$ cat src/rtl/gpio_port_pkg.sv
package gpio_port_pkg;

    localparam int DATA_W = 32;
    localparam int LANES  = DATA_W / 8;

    // word indices of the register map
    localparam int IDX_LSET = 0;
    localparam int IDX_LCLR = 1;
    localparam int IDX_DIR  = 2;
    localparam int IDX_ALT  = 3;
    localparam int IDX_MASK = 4;
    localparam int IDX_FSET = 5;
    localparam int IDX_FCLR = 6;

    typedef struct packed {
        logic leg_set;
        logic leg_clr;
        logic dir;
        logic alt;
        logic mask;
        logic fst_set;
        logic fst_clr;
    } wr_strb_t;

endpackage

$ cat src/rtl/gpio_bus_decode.sv
module gpio_bus_decode
    import gpio_port_pkg::*;
#(
    parameter int ADDR_W = 4
) (
    input  logic [ADDR_W-1:0] addr,
    input  logic [LANES-1:0]  be,
    input  logic              we,
    output wr_strb_t          strb,
    output logic [DATA_W-1:0] lane_m,
    output logic              full_word
);

    genvar g;
    generate
        for (g = 0; g < LANES; g++) begin : g_lane
            assign lane_m[g*8 +: 8] = {8{be[g]}};
        end
    endgenerate

    assign full_word = &be;

    always_comb begin
        strb = '0;
        if (we) begin
            unique case (addr)
                ADDR_W'(IDX_LSET): strb.leg_set = 1'b1;
                ADDR_W'(IDX_LCLR): strb.leg_clr = 1'b1;
                ADDR_W'(IDX_DIR):  strb.dir     = 1'b1;
                ADDR_W'(IDX_ALT):  strb.alt     = 1'b1;
                ADDR_W'(IDX_MASK): strb.mask    = 1'b1;
                ADDR_W'(IDX_FSET): strb.fst_set = 1'b1;
                ADDR_W'(IDX_FCLR): strb.fst_clr = 1'b1;
                default:           strb         = '0;
            endcase
        end
    end

endmodule

$ cat src/rtl/gpio_lane_reg.sv
module gpio_lane_reg #(
    parameter int W = 32
) (
    input  logic         clk,
    input  logic         rst_n,
    input  logic         wr,
    input  logic [W-1:0] lane_m,
    input  logic [W-1:0] wdata,
    output logic [W-1:0] q
);

    always_ff @(posedge clk or negedge rst_n) begin
        if (!rst_n) begin
            q <= '0;
        end else if (wr) begin
            q <= (q & ~lane_m) | (wdata & lane_m);
        end
    end

endmodule

$ cat src/rtl/gpio_out_latch.sv
module gpio_out_latch
    import gpio_port_pkg::*;
(
    input  logic              clk,
    input  logic              rst_n,
    input  wr_strb_t          strb,
    input  logic              full_word,
    input  logic [DATA_W-1:0] lane_m,
    input  logic [DATA_W-1:0] wdata,
    input  logic [DATA_W-1:0] dir_q,
    input  logic [DATA_W-1:0] alt_q,
    input  logic [DATA_W-1:0] mask_q,
    output logic [DATA_W-1:0] out_q
);

    logic [DATA_W-1:0] base_ok;
    logic [DATA_W-1:0] fast_ok;
    logic [DATA_W-1:0] set_v;
    logic [DATA_W-1:0] clr_v;

    assign base_ok = dir_q & ~alt_q;
    assign fast_ok = base_ok & ~mask_q & lane_m;

    always_comb begin
        set_v = '0;
        clr_v = '0;
        if (strb.leg_set && full_word) set_v = set_v | (wdata & base_ok);
        if (strb.leg_clr && full_word) clr_v = clr_v | (wdata & base_ok);
        if (strb.fst_set)              set_v = set_v | (wdata & fast_ok);
        if (strb.fst_clr)              clr_v = clr_v | (wdata & fast_ok);
    end

    // clear takes priority over set on a shared bit
    always_ff @(posedge clk or negedge rst_n) begin
        if (!rst_n) begin
            out_q <= '0;
        end else begin
            out_q <= (out_q | set_v) & ~clr_v;
        end
    end

endmodule

$ cat src/rtl/gpio_port.sv
module gpio_port
    import gpio_port_pkg::*;
#(
    parameter int ADDR_W = 4
) (
    input  logic              clk,
    input  logic              rst_n,
    input  logic [ADDR_W-1:0] bus_addr,
    input  logic [LANES-1:0]  bus_be,
    input  logic              bus_we,
    input  logic [DATA_W-1:0] bus_wdata,
    output logic [DATA_W-1:0] bus_rdata,
    output logic [DATA_W-1:0] pin_out,
    output logic [DATA_W-1:0] pin_oe
);

    wr_strb_t          strb;
    logic [DATA_W-1:0] lane_m;
    logic              full_word;
    logic [DATA_W-1:0] dir_q;
    logic [DATA_W-1:0] alt_q;
    logic [DATA_W-1:0] mask_q;
    logic [DATA_W-1:0] out_q;

    gpio_bus_decode #(.ADDR_W(ADDR_W)) u_dec (
        .addr      (bus_addr),
        .be        (bus_be),
        .we        (bus_we),
        .strb      (strb),
        .lane_m    (lane_m),
        .full_word (full_word)
    );

    gpio_lane_reg #(.W(DATA_W)) u_dir (
        .clk (clk), .rst_n (rst_n), .wr (strb.dir),
        .lane_m (lane_m), .wdata (bus_wdata), .q (dir_q)
    );

    gpio_lane_reg #(.W(DATA_W)) u_alt (
        .clk (clk), .rst_n (rst_n), .wr (strb.alt),
        .lane_m (lane_m), .wdata (bus_wdata), .q (alt_q)
    );

    gpio_lane_reg #(.W(DATA_W)) u_mask (
        .clk (clk), .rst_n (rst_n), .wr (strb.mask),
        .lane_m (lane_m), .wdata (bus_wdata), .q (mask_q)
    );

    gpio_out_latch u_latch (
        .clk       (clk),
        .rst_n     (rst_n),
        .strb      (strb),
        .full_word (full_word),
        .lane_m    (lane_m),
        .wdata     (bus_wdata),
        .dir_q     (dir_q),
        .alt_q     (alt_q),
        .mask_q    (mask_q),
        .out_q     (out_q)
    );

    always_comb begin
        case (bus_addr)
            ADDR_W'(IDX_LSET): bus_rdata = out_q;
            ADDR_W'(IDX_FSET): bus_rdata = out_q;
            ADDR_W'(IDX_DIR):  bus_rdata = dir_q;
            ADDR_W'(IDX_ALT):  bus_rdata = alt_q;
            ADDR_W'(IDX_MASK): bus_rdata = mask_q;
            default:           bus_rdata = '0;
        endcase
    end

    always_ff @(posedge clk or negedge rst_n) begin
        if (!rst_n) begin
            pin_out <= '0;
            pin_oe  <= '0;
        end else begin
            pin_out <= out_q;
            pin_oe  <= dir_q & ~alt_q;
        end
    end

endmodule

$ cat config.mk
export PLATFORM = sky130hd
export DESIGN_NAME = gpio_port
export DESIGN_NICKNAME = d
export VERILOG_FILES = /design/src/rtl/gpio_port_pkg.sv /design/src/rtl/gpio_bus_decode.sv /design/src/rtl/gpio_lane_reg.sv /design/src/rtl/gpio_out_latch.sv /design/src/rtl/gpio_port.sv
export SDC_FILE = /design/constraint.sdc
export NUM_CORES = 1
export LEC_CHECK = 0
export CAP_MARGIN = 20
export CELL_PAD_IN_SITES_DETAIL_PLACEMENT = 0
export CELL_PAD_IN_SITES_GLOBAL_PLACEMENT = 1
export CORE_AREA = 8 8 148 150
export DETAILED_ROUTE_END_ITERATION = 6
export DIE_AREA = 0 0 156 158
export DONT_BUFFER_PORTS = 1
export GPL_TIMING_DRIVEN = 0
export PLACE_DENSITY = 0.89
export SLEW_MARGIN = 20
export SYNTH_ARGS = -nofsm -noshare
export SYNTH_HDL_FRONTEND = slang
export SYNTH_HIERARCHICAL = 1
export SYNTH_SLANG_ARGS = --single-unit
$ cat constraint.sdc
create_clock -name clk -period 1.8 [get_ports clk]
set_input_delay 0.45 -clock clk [delete_from_list [all_inputs] [get_ports clk]]
set_output_delay 0.45 -clock clk [all_outputs]
set_load 0.01 [all_outputs]
==> reports/results.tsv, run 1 <==
metric	value	unit
placed cell count	1133	
fin. max-slew vios	0	
RSZ-0062 raised after global routing	yes	
Hold WC Path Type	in2async	
area of the core	0.01971	mm²
DP Worst Slack	-0.2503	ns
area occupied by multi-input gates	0.004375	mm²
P_sw	2928	µW
FMAX	555.8	MHz
P per Cell Area	973.0	mW/mm²
wirelength, routed	26590	µm
wire per inst	22.86	µm
# port buffers	0	
CTS root buf	clkbuf_16	
Least-Margin Pin Slew	0.6986	ns
Non-Filler Instances	1163	
Post-Synth Adder-Cell Area	0	
Post-Route Skew	0.008837	ns
Gate Count Post-Synth	863	
H-tree levels	4	
RePlAce Congestion	0.8214	
Max VDD drop	0.0006125	V
combinational share of power	0.141	
Synth Area in Simple Gates	0.1230	
Mapped Avg Cell Area	11.41	µm²
Net count, final	925	
crit path DAT	1.35	ns
1st-iter DRT viols	644	
Setup crit end kind	primary output	
fill count	1692	
Critical Path Fanout Max	10	
post-synthesis mux area share	0.1441	
Setup WS post-layout	0.0008492	ns
Post-CTS Setup Inserts	0	
vias in the first global route	7075	
Fin. Hold Viols	192	
CTS tree	done	
Chip Height	158	µm
Setup CP Type	in2out	
row cnt	52	
Warnings, synthesis	6	
synthesized area	0.009843	mm²
GRT overflow	0	
Hold WS	-0.2861	ns
via count	6997	
final setup vio count	0	
Worst-Skew Late Latency	0.43	ns
gr usage total	0.2195	
leakage power	0.004773	µW
run status	finished, violations left	
global-route wire length before repair	41140	µm
WP data required	1.35	ns
clock buffer count from CTS	17	
type of origin of the critical path	primary input	
Routed Antenna Nets	0	
Internal	7707	µW
max_slew headroom	0.5325	
combinational family with the most area after synthesis	compound AO/OA/AOI/OAI gates	
Die Wd	156	µm
XOR/XNOR Fraction of Synth Area	0.001652	
Ports	139	
maxcap violations	0	
layout cells sized above 1	0.3035	
DP Wirelength	16960	µm
violated checks	negative hold slack	
Compound-Gate Fraction of Synth Area	0.1570	
CTS sink count	192	
register bit total from synthesis	192	
Pre-antenna DRT Iters	7	
CTS clk-pin slew, worst paths	0.07	ns
Switching Fraction	0.2753	
initial antenna violation count	0	
period utilization	0.9995	
DR DRC count	0	
Die ar.	0.02465	mm²
post-synth net total	906	
Seq. cell area	0.004805	mm²
ANT cells	0	
TNS Setup	0	ns
Seq/Total Area, Yosys	0.4881	
largest net degree at the start of global routing	193	
clock share of power	0.334	
Flop pwr share	0.524	
Initial Util	0.4993	
Area growth syn-to-layout	11.05	%
Tmin final	1.799	ns
Netlist cell types	33	
vias per inst	6.016	
utilization after layout	0.5545	
clk buf depth	2	
[routing by layer]
layer	track usage	wire length, µm	vias up
met4	0.08734	533	0
met1	0.2739	10900	3529
li1	-	-	3121
met5	0	0	-
met2	0.3409	12510	305
met3	0.07972	2643	42
[stage by stage]
step           power (µW)  area [µm²]  hold slack, ns
6_report            10640       10930         -0.2861
3_5_place_dp         7078       10180          0.1608
2_1_floorplan        6684        9843          0.1544
4_1_cts             10680       10820         -0.3099
5_1_grt             11110       10930         -0.3202
3_3_place_gp         7023       10180          0.1617
[cell usage after synthesis]
master / count / share of area
a211oi_1: 3 / 0.0023
a211oi_2: 29 / 0.037
a21oi_1: 1 / 0.00051
a22oi_1: 32 / 0.024
a311oi_1: 32 / 0.028
a31oi_1: 31 / 0.020
a32oi_1: 32 / 0.028
and2_1: 1 / 0.00064
and4_1: 1 / 0.00089
buf_2: 11 / 0.0056
buf_4: 40 / 0.031
buf_6: 20 / 0.023
clkbuf_1: 2 / 0.00076
clkbuf_2: 1 / 0.00051
clkbuf_8: 1 / 0.0014
dfrtp_1: 192 / 0.49
inv_1: 64 / 0.024
mux2_2: 6 / 0.0069
mux2_4: 90 / 0.14
nand2_1: 129 / 0.049
nand2b_1: 2 / 0.0013
nand3b_1: 31 / 0.024
nand3b_2: 3 / 0.0034
nor2_1: 6 / 0.0023
nor2b_1: 34 / 0.022
nor3_1: 32 / 0.016
nor3_2: 1 / 0.0010
nor4bb_1: 1 / 0.0010
o21ai_0: 6 / 0.0031
o21ai_1: 26 / 0.013
or2_2: 1 / 0.00064
or3b_4: 1 / 0.0011
xnor2_2: 1 / 0.0017
[layout make-up]
cell class,count,share of cell area
clock buffers,20,0.04087
inverters,64,0.02198
well taps,270,0.03091
multi-input cells,532,0.4003
clock inverters,10,0.008127
plain buffers,75,0.05826
flip-flops and latches,192,0.4396
[layout by cell type, fill, tap and decap left out, types with 3 or more instances in the layout]
cell        netlist  routed
nand2_1         129     129
nor2b_1          34      34
clkbuf_4          0       3
a22oi_1          32      31
a32oi_1          32      30
a311oi_1         32      32
clkinv_2          0       4
dfrtp_1         192     192
inv_1            64      64
nor3_1           32      32
a31oi_1          31      31
a211oi_1          3       3
buf_6            20      18
a211oi_2         29      29
buf_4            40      45
mux2_4           90      90
buf_2            11       6
mux2_2            6       6
o21ai_2           0      28
clkinvlp_4        0       4
nand3b_2          3       3
o21ai_4           0       4
clkbuf_16         0      17
nor2_1            6       5
nand3b_1         31      31
[power by group through the flow]
stage	logic, µW	registers [µW]	clock network [µW]
2_1_floorplan	1230	5450	0
6_report	1500	5580	3560
3_5_place_dp	1430	5650	0
3_3_place_gp	1390	5640	0
5_1_grt	1620	5670	3820
4_1_cts	1470	5570	3630
[critical path: stages]
cell and delay [ns]:
or2_2 0.36, clkbuf_4 0.27, o21ai_2 0.26
[kinds of logic (layout without fill, tap and decap cells)]
logic type,Yosys count,after routing
simple gates,243,243
compound gates,192,192
flops,192,192
buf+inv,139,169
mux,96,96
xor+xnor,1,1
[path summary, 6_finish.rpt]
check                           slack (ns)         startpoint          endpoint  depth (start not counted)
min in group clk                      0.15      bus_wdata[20]         flip-flop                          1
worst max-delay path                0.0008        bus_addr[0]      bus_rdata[7]                          3
worst min-delay path                 -0.29              rst_n         async pin                          0
max in group asynchronous             1.84              rst_n         async pin                          0
worst max register to register        0.76          flip-flop  u_latch/out_q[5]                          3
worst min register to register        0.44  u_latch/out_q[15]       pin_out[15]                          0
[repair_timing]
| item | CTS | global route |
|---|---|---|
| setup endpoints to repair | 32 | 24 |
| resized for setup | 37 | 25 |
| gates cloned | 0 | 0 |
| hold endpoints to repair | 192 | 192 |
Note: power is estimated with default switching activity, not from simulation.
==> run 2: changes to the inputs <==
--- a/config.mk
+++ b/config.mk
@@ -5,15 +5,16 @@
 export SDC_FILE = /design/constraint.sdc
 export NUM_CORES = 1
 export LEC_CHECK = 0
+export ABC_AREA = 1
 export CAP_MARGIN = 20
 export CELL_PAD_IN_SITES_DETAIL_PLACEMENT = 0
 export CELL_PAD_IN_SITES_GLOBAL_PLACEMENT = 1
-export CORE_AREA = 8 8 148 150
+export CORE_AREA = 8 8 155 157
 export DETAILED_ROUTE_END_ITERATION = 6
-export DIE_AREA = 0 0 156 158
+export DIE_AREA = 0 0 163 165
 export DONT_BUFFER_PORTS = 1
 export GPL_TIMING_DRIVEN = 0
-export PLACE_DENSITY = 0.89
+export PLACE_DENSITY = 0.9
 export SLEW_MARGIN = 20
 export SYNTH_ARGS = -nofsm -noshare
 export SYNTH_HDL_FRONTEND = slang
==> reports/results.tsv, run 2 <==
metric	value	unit
run status	finished, violations left	
violated checks	negative hold slack	
Hold WS	-0.2954	ns
CTS root buf	clkbuf_16	
Setup CP Type	in2out	
clk buf depth	2	
commonest non-fill, non-tap cells in the layout	nand2_1, nand3_1, inv_1	
synthesized area	0.009992	mm²
CP max stage delay	0.18	ns
via count	8808	
share of the synthesized area in the top cell type	0.4808	
EDFF count, synth	0	
most numerous cell in the Yosys netlist	nand2_1	
crit path DAT	1.33	ns
area of the core	0.02149	mm²
leakage power	0.005834	µW
GRT overflow	0	
global-route wire length before repair	48120	µm
leading area contributor after synthesis	dfrtp_1	
max_slew headroom	0.5977	
Max VDD drop	0.0006722	V
FMAX	561.5	MHz
Worst-Skew Late Latency	0.44	ns
Internal	7979	µW
area occupied by multi-input gates	0.003846	mm²
Mapped Avg Cell Area	7.468	µm²
register bit total from synthesis	192	
Critical Path Fanout Max	10	
Seq. cell area	0.004805	mm²
RePlAce Congestion	0.8319	
P per Cell Area	999.9	mW/mm²
Warnings, synthesis	6	
ANT cells	0	
wire per inst	19.12	µm
combinational share of power	0.120	
Die Wd	163	µm
Chip Height	165	µm
final setup vio count	0	
WP data required	1.35	ns
RSZ-0062 raised after global routing	yes	
clock share of power	0.382	
Crit path max-delay family	simple AND/OR/NAND/NOR gates	
most used cell along the critical path	nand2_1	
period utilization	0.9894	
worst path cell trace	inv_1, nor2_4, nand2_1, nand2_4, buf_6, nand2_1, nand3_1	
worst path bufs/invs	2	
H-tree levels	4	
synth cell count leaders	nand2_1, nand3_1, inv_1, dfrtp_1, a21oi_1	
commonest non-fill, non-tap cell in the layout	nand2_1	
Netlist cell types	14	
DP Wirelength	20010	µm
ys flop type	dfrtp_1	
post-synth net total	1381	
maxcap violations	0	
fill count	2080	
CTS tree	done	
Die ar.	0.02690	mm²
DP Worst Slack	-0.4322	ns
Tmin final	1.781	ns
top cells by area, synth	dfrtp_1, nand3_1, nand2_1	
Setup crit end kind	primary output	
initial antenna violation count	0	
# port buffers	0	
critical path's slowest cell	buf_6	
layout cells sized above 1	0.1100	
Ports	139	
DR DRC count	0	
row cnt	54	
Initial Util	0.4651	
CTS clk-pin slew, worst paths	0.07	ns
Area growth syn-to-layout	12.26	%
largest net degree at the start of global routing	193	
1st-iter DRT viols	796	
clock buffer count from CTS	17	
FFs w/ async S/R, synth	1.000	
CTS sink count	192	
Net count, final	1403	
Gate Count Post-Synth	1338	
placed cell count	1618	
vias per inst	5.328	
Post-Route Skew	0.006242	ns
Routed Antenna Nets	0	
Switching Fraction	0.2886	
Flop pwr share	0.498	
Setup WS post-layout	0.01916	ns
Non-Filler Instances	1653	
final total power	11220	µW
Least-Margin Pin Slew	0.6012	ns
Hold WC Path Type	in2async	
Pre-antenna DRT Iters	6	
gr usage total	0.2364	
Fin. Hold Viols	192	
type of origin of the critical path	primary input	
vias in the first global route	8256	
Seq/Total Area, Yosys	0.4808	
wirelength, routed	31610	µm
P_sw	3237	µW
fin. max-slew vios	0	
==> run 2: changes by cell type in the layout (fill, tap and decap cells not counted), sizes merged, moves of 39 or more <==
| cell | change |
|---|---|
| inv | +140 |
| mux2 | -96 |
| nand2 | +299 |
| nand3 | +322 |
| nor2 | +39 |
| a21oi | +63 |
==> run 2: power groups by stage <==
| stage | clock network [µW] | registers (µW) | logic [µW] |
|---|---|---|---|
| after floorplan | 0 | 5500 | 1000 |
| after global placement | 0 | 5650 | 1240 |
| after detailed placement | 0 | 5670 | 1280 |
| after CTS | 4350 | 5590 | 1320 |
| after global routing | 4540 | 5680 | 1530 |
| final | 4280 | 5590 | 1350 |
==> run 2: repair_timing <==
action | in CTS | in global routing
endpoints found under the hold margin | 192 | 192
setup endpoints to repair | 32 | 31
gates cloned | 1 | 0
pin swaps | 0 | 0
setup buffers | 2 | 0
resized for setup | 38 | 18
==> run 2: through the flow <==
stage	hold WS (ns)	cell area [µm²]	setup TNS, ns	utilization
floorplan	0.1544	9992	0	-
global placement	0.1633	10340	-7.607	0.4814
detailed placement	0.1630	10340	-8.645	0.4814
CTS	-0.3003	11140	0	0.5186
global route	-0.3128	11220	-0.1823	0.5221
finish	-0.2954	11220	0	0.5221
==> run 2: worst paths after layout <==
path                                   start                 to  slack [ns]  cells after the start
max in group asynchronous              rst_n  u_latch/out_q[29]        1.63                      0
max                              bus_addr[2]      bus_rdata[10]        0.02                      7
min                                    rst_n   u_latch/out_q[1]       -0.30                      0
min reg2reg                u_latch/out_q[13]        pin_out[13]        0.40                      0
max reg2reg                        flip-flop  u_latch/out_q[31]        0.83                      5
min in group clk               bus_wdata[24]          flip-flop        0.15                      2
==> run 2: worst register-to-register path, cell delays in order, from the launching register on <==
cell and delay [ns]:
dfrtp_1 0.40, inv_1 0.08, nand3_1 0.07, nand2_1 0.10, nand2_1 0.07, a21oi_1 0.17
==> run 2: cell families after synthesis <==
logic type,share of synthesized area
AND/OR/NAND/NOR,0.3405
buffers and inverters,0.1417
flip-flops,0.4808
AO/OA/AOI/OAI,0.03694
==> run 2: final cells by class <==
class	instances	area share
Sequential cell	192	0.4283
Multi-Input combinational cell	859	0.3429
Buffer	87	0.06972
Inverter	200	0.06693
Clock buffer	18	0.03915
Tap cell	280	0.03123
Clock inverter	14	0.01997
Timing Repair Buffer	3	0.001785
==> run 2: per-layer routing <==
layer	vias up	GRT usage	routed length [µm]	part of all wire
met5	-	0	0	0
met1	4176	0.3011	13050	0.41
li1	4188	-	-	-
met3	53	0.05533	2930	0.093
met2	391	0.3899	14970	0.47
met4	0	0.08007	660	0.021
==> run 3: changes to the inputs <==
--- a/config.mk
+++ b/config.mk
@@ -15,6 +15,7 @@
 export DONT_BUFFER_PORTS = 1
 export GPL_TIMING_DRIVEN = 0
 export PLACE_DENSITY = 0.9
+export REMOVE_ABC_BUFFERS = 1
 export SLEW_MARGIN = 20
 export SYNTH_ARGS = -nofsm -noshare
 export SYNTH_HDL_FRONTEND = slang
==> reports/results.tsv, run 3 (synthesis results as in run 2) <==
metric	value	unit
CTS sink count	192	
Fin. Hold Viols	192	
utilization after layout	0.5279	
FMAX	560.1	MHz
placed cell areas	0.01015	mm²
maxcap violations	0	
CP max stage delay	0.16	ns
Routed Antenna Nets	0	
met2 Use GR	0.3729	
P per Cell Area	959.7	mW/mm²
Least-Margin Pin Slew	0.9570	ns
RePlAce Congestion	0.7312	
Tmin final	1.785	ns
run status	finished, violations left	
Max VDD drop	0.0005637	V
Net count, final	1354	
wirelength, routed	29860	µm
commonest non-fill, non-tap cells in the layout	nand2_1, nand3_1, inv_1	
Worst-Skew Late Latency	0.43	ns
Critical Path Fanout Max	8	
GRT overflow	0	
GR Util met3	0.05160	
worst path cell trace	nor2_4, buf_4, nand2_2, nand2_8, buf_16, nand2_1, nand3_4	
Setup WS post-layout	0.01471	ns
WP data required	1.35	ns
row cnt	54	
placed cell count	1547	
vias per inst	5.319	
DP Worst Slack	-0.7478	ns
R2R cell count	5	
clk buf depth	2	
gr usage total	0.2222	
global route hottest layer	met2	
initial antenna violation count	0	
Hold WC Path Type	in2async	
final setup vio count	0	
global-route wire length before repair	46250	µm
period utilization	0.9918	
Area growth syn-to-layout	13.51	%
Chip Height	165	µm
CTS root buf	clkbuf_16	
clock buffer count from CTS	17	
commonest non-fill, non-tap cell in the layout	nand2_1	
Hold WS	-0.2926	ns
crit path DAT	1.34	ns
CTS tree	done	
H-tree levels	4	
Setup CP Type	in2out	
leakage power	0.005841	µW
violated checks	negative hold slack	
Initial Util	0.4651	
largest net degree at the start of global routing	193	
area of the core	0.02149	mm²
final instance area	0.01134	mm²
Setup crit end kind	primary output	
met1 track demand over resource	0.2803	
Non-Filler Instances	1603	
layout cells sized above 1	0.1005	
max_slew headroom	0.3598	
DR DRC count	0	
wire per inst	18.62	µm
type of origin of the critical path	primary input	
Post-Route Skew	0.007085	ns
critical path's slowest cell	buf_16	
Die ar.	0.02690	mm²
via count	8526	
# port buffers	0	
reg-to-reg slack, setup	0.83	ns
fill count	2016	
DP Wirelength	16550	µm
fin. max-slew vios	0	
Ports	139	
1st-iter DRT viols	728	
CTS clk-pin slew, worst paths	0.07	ns
Pre-antenna DRT Iters	5	
ANT cells	0	
Reg-to-Reg End	u_latch/out_q[0]	
Die Wd	163	µm
vias in the first global route	8191	
[run 3: changes by cell type in the layout (fill, tap and decap cells not counted), sizes merged]
cell      change
clkinvlp      +1
bufbuf        +1
nor2          +2
inv           -1
clkinv        -1
buf          -51
clkbuf        +1
bufinv        -2
[run 3: report_power, final]
group          switching, µW  internal, µW  total (µW)
clock network           1720          2270        3990
registers                625          4960        5580
logic                    786           524        1310
total                   3130          7750       10900
[run 3: metrics by stage]
stage	TNS (ns)	total power, µW
floorplan	-178.43	6362
global placement	-485.08	6690
detailed placement	-33.14	6819
CTS	0	10920
global route	-0.01091	11450
finish	0	10890
[run 3: area by class of cell]
class                   instances  area (µm²)  share of cell area
flip-flops and latches        192        4805              0.4236
multi-input cells             861        4058              0.3578
repair buffers                 39       769.5             0.06784
inverters                     200       753.2             0.06641
clock buffers                  20       456.7             0.04026
well taps                     280       350.3             0.03089
clock inverters                11       150.1             0.01324
[run 3: how the worst max path moves through the flow]
stage | startpoint | to | slack (ns) | cells after the start
after floorplan | bus_addr[2] | bus_rdata[0] | -2.06 | 5
after global placement | bus_addr[2] | bus_rdata[27] | -4.80 | 5
after detailed placement | bus_addr[3] | bus_rdata[1] | -0.75 | 6
after CTS | bus_addr[1] | bus_rdata[5] | 0.02 | 6
after global routing | bus_addr[0] | bus_rdata[15] | -0.004 | 7
final | bus_addr[2] | bus_rdata[1] | 0.01 | 7
[run 3: layer usage]
layer	vias up	wire, µm
li1	4106	-
met4	0	442
met5	-	0
met2	270	14540
met3	27	2161
met1	4123	12720
[run 3: worst max-delay path: cells and delay by family]
kind | cells | cell delay (ns)
buf+inv | 2 | 0.31
simple gates | 5 | 0.56
[run 3: repair_timing]
action                                 CTS  global route
pin swaps                                6             7
buffers inserted                        13             4
gates resized for setup                 24            26
gates cloned                             5             3
setup endpoints to repair               32            32
endpoints found under the hold margin  192           192
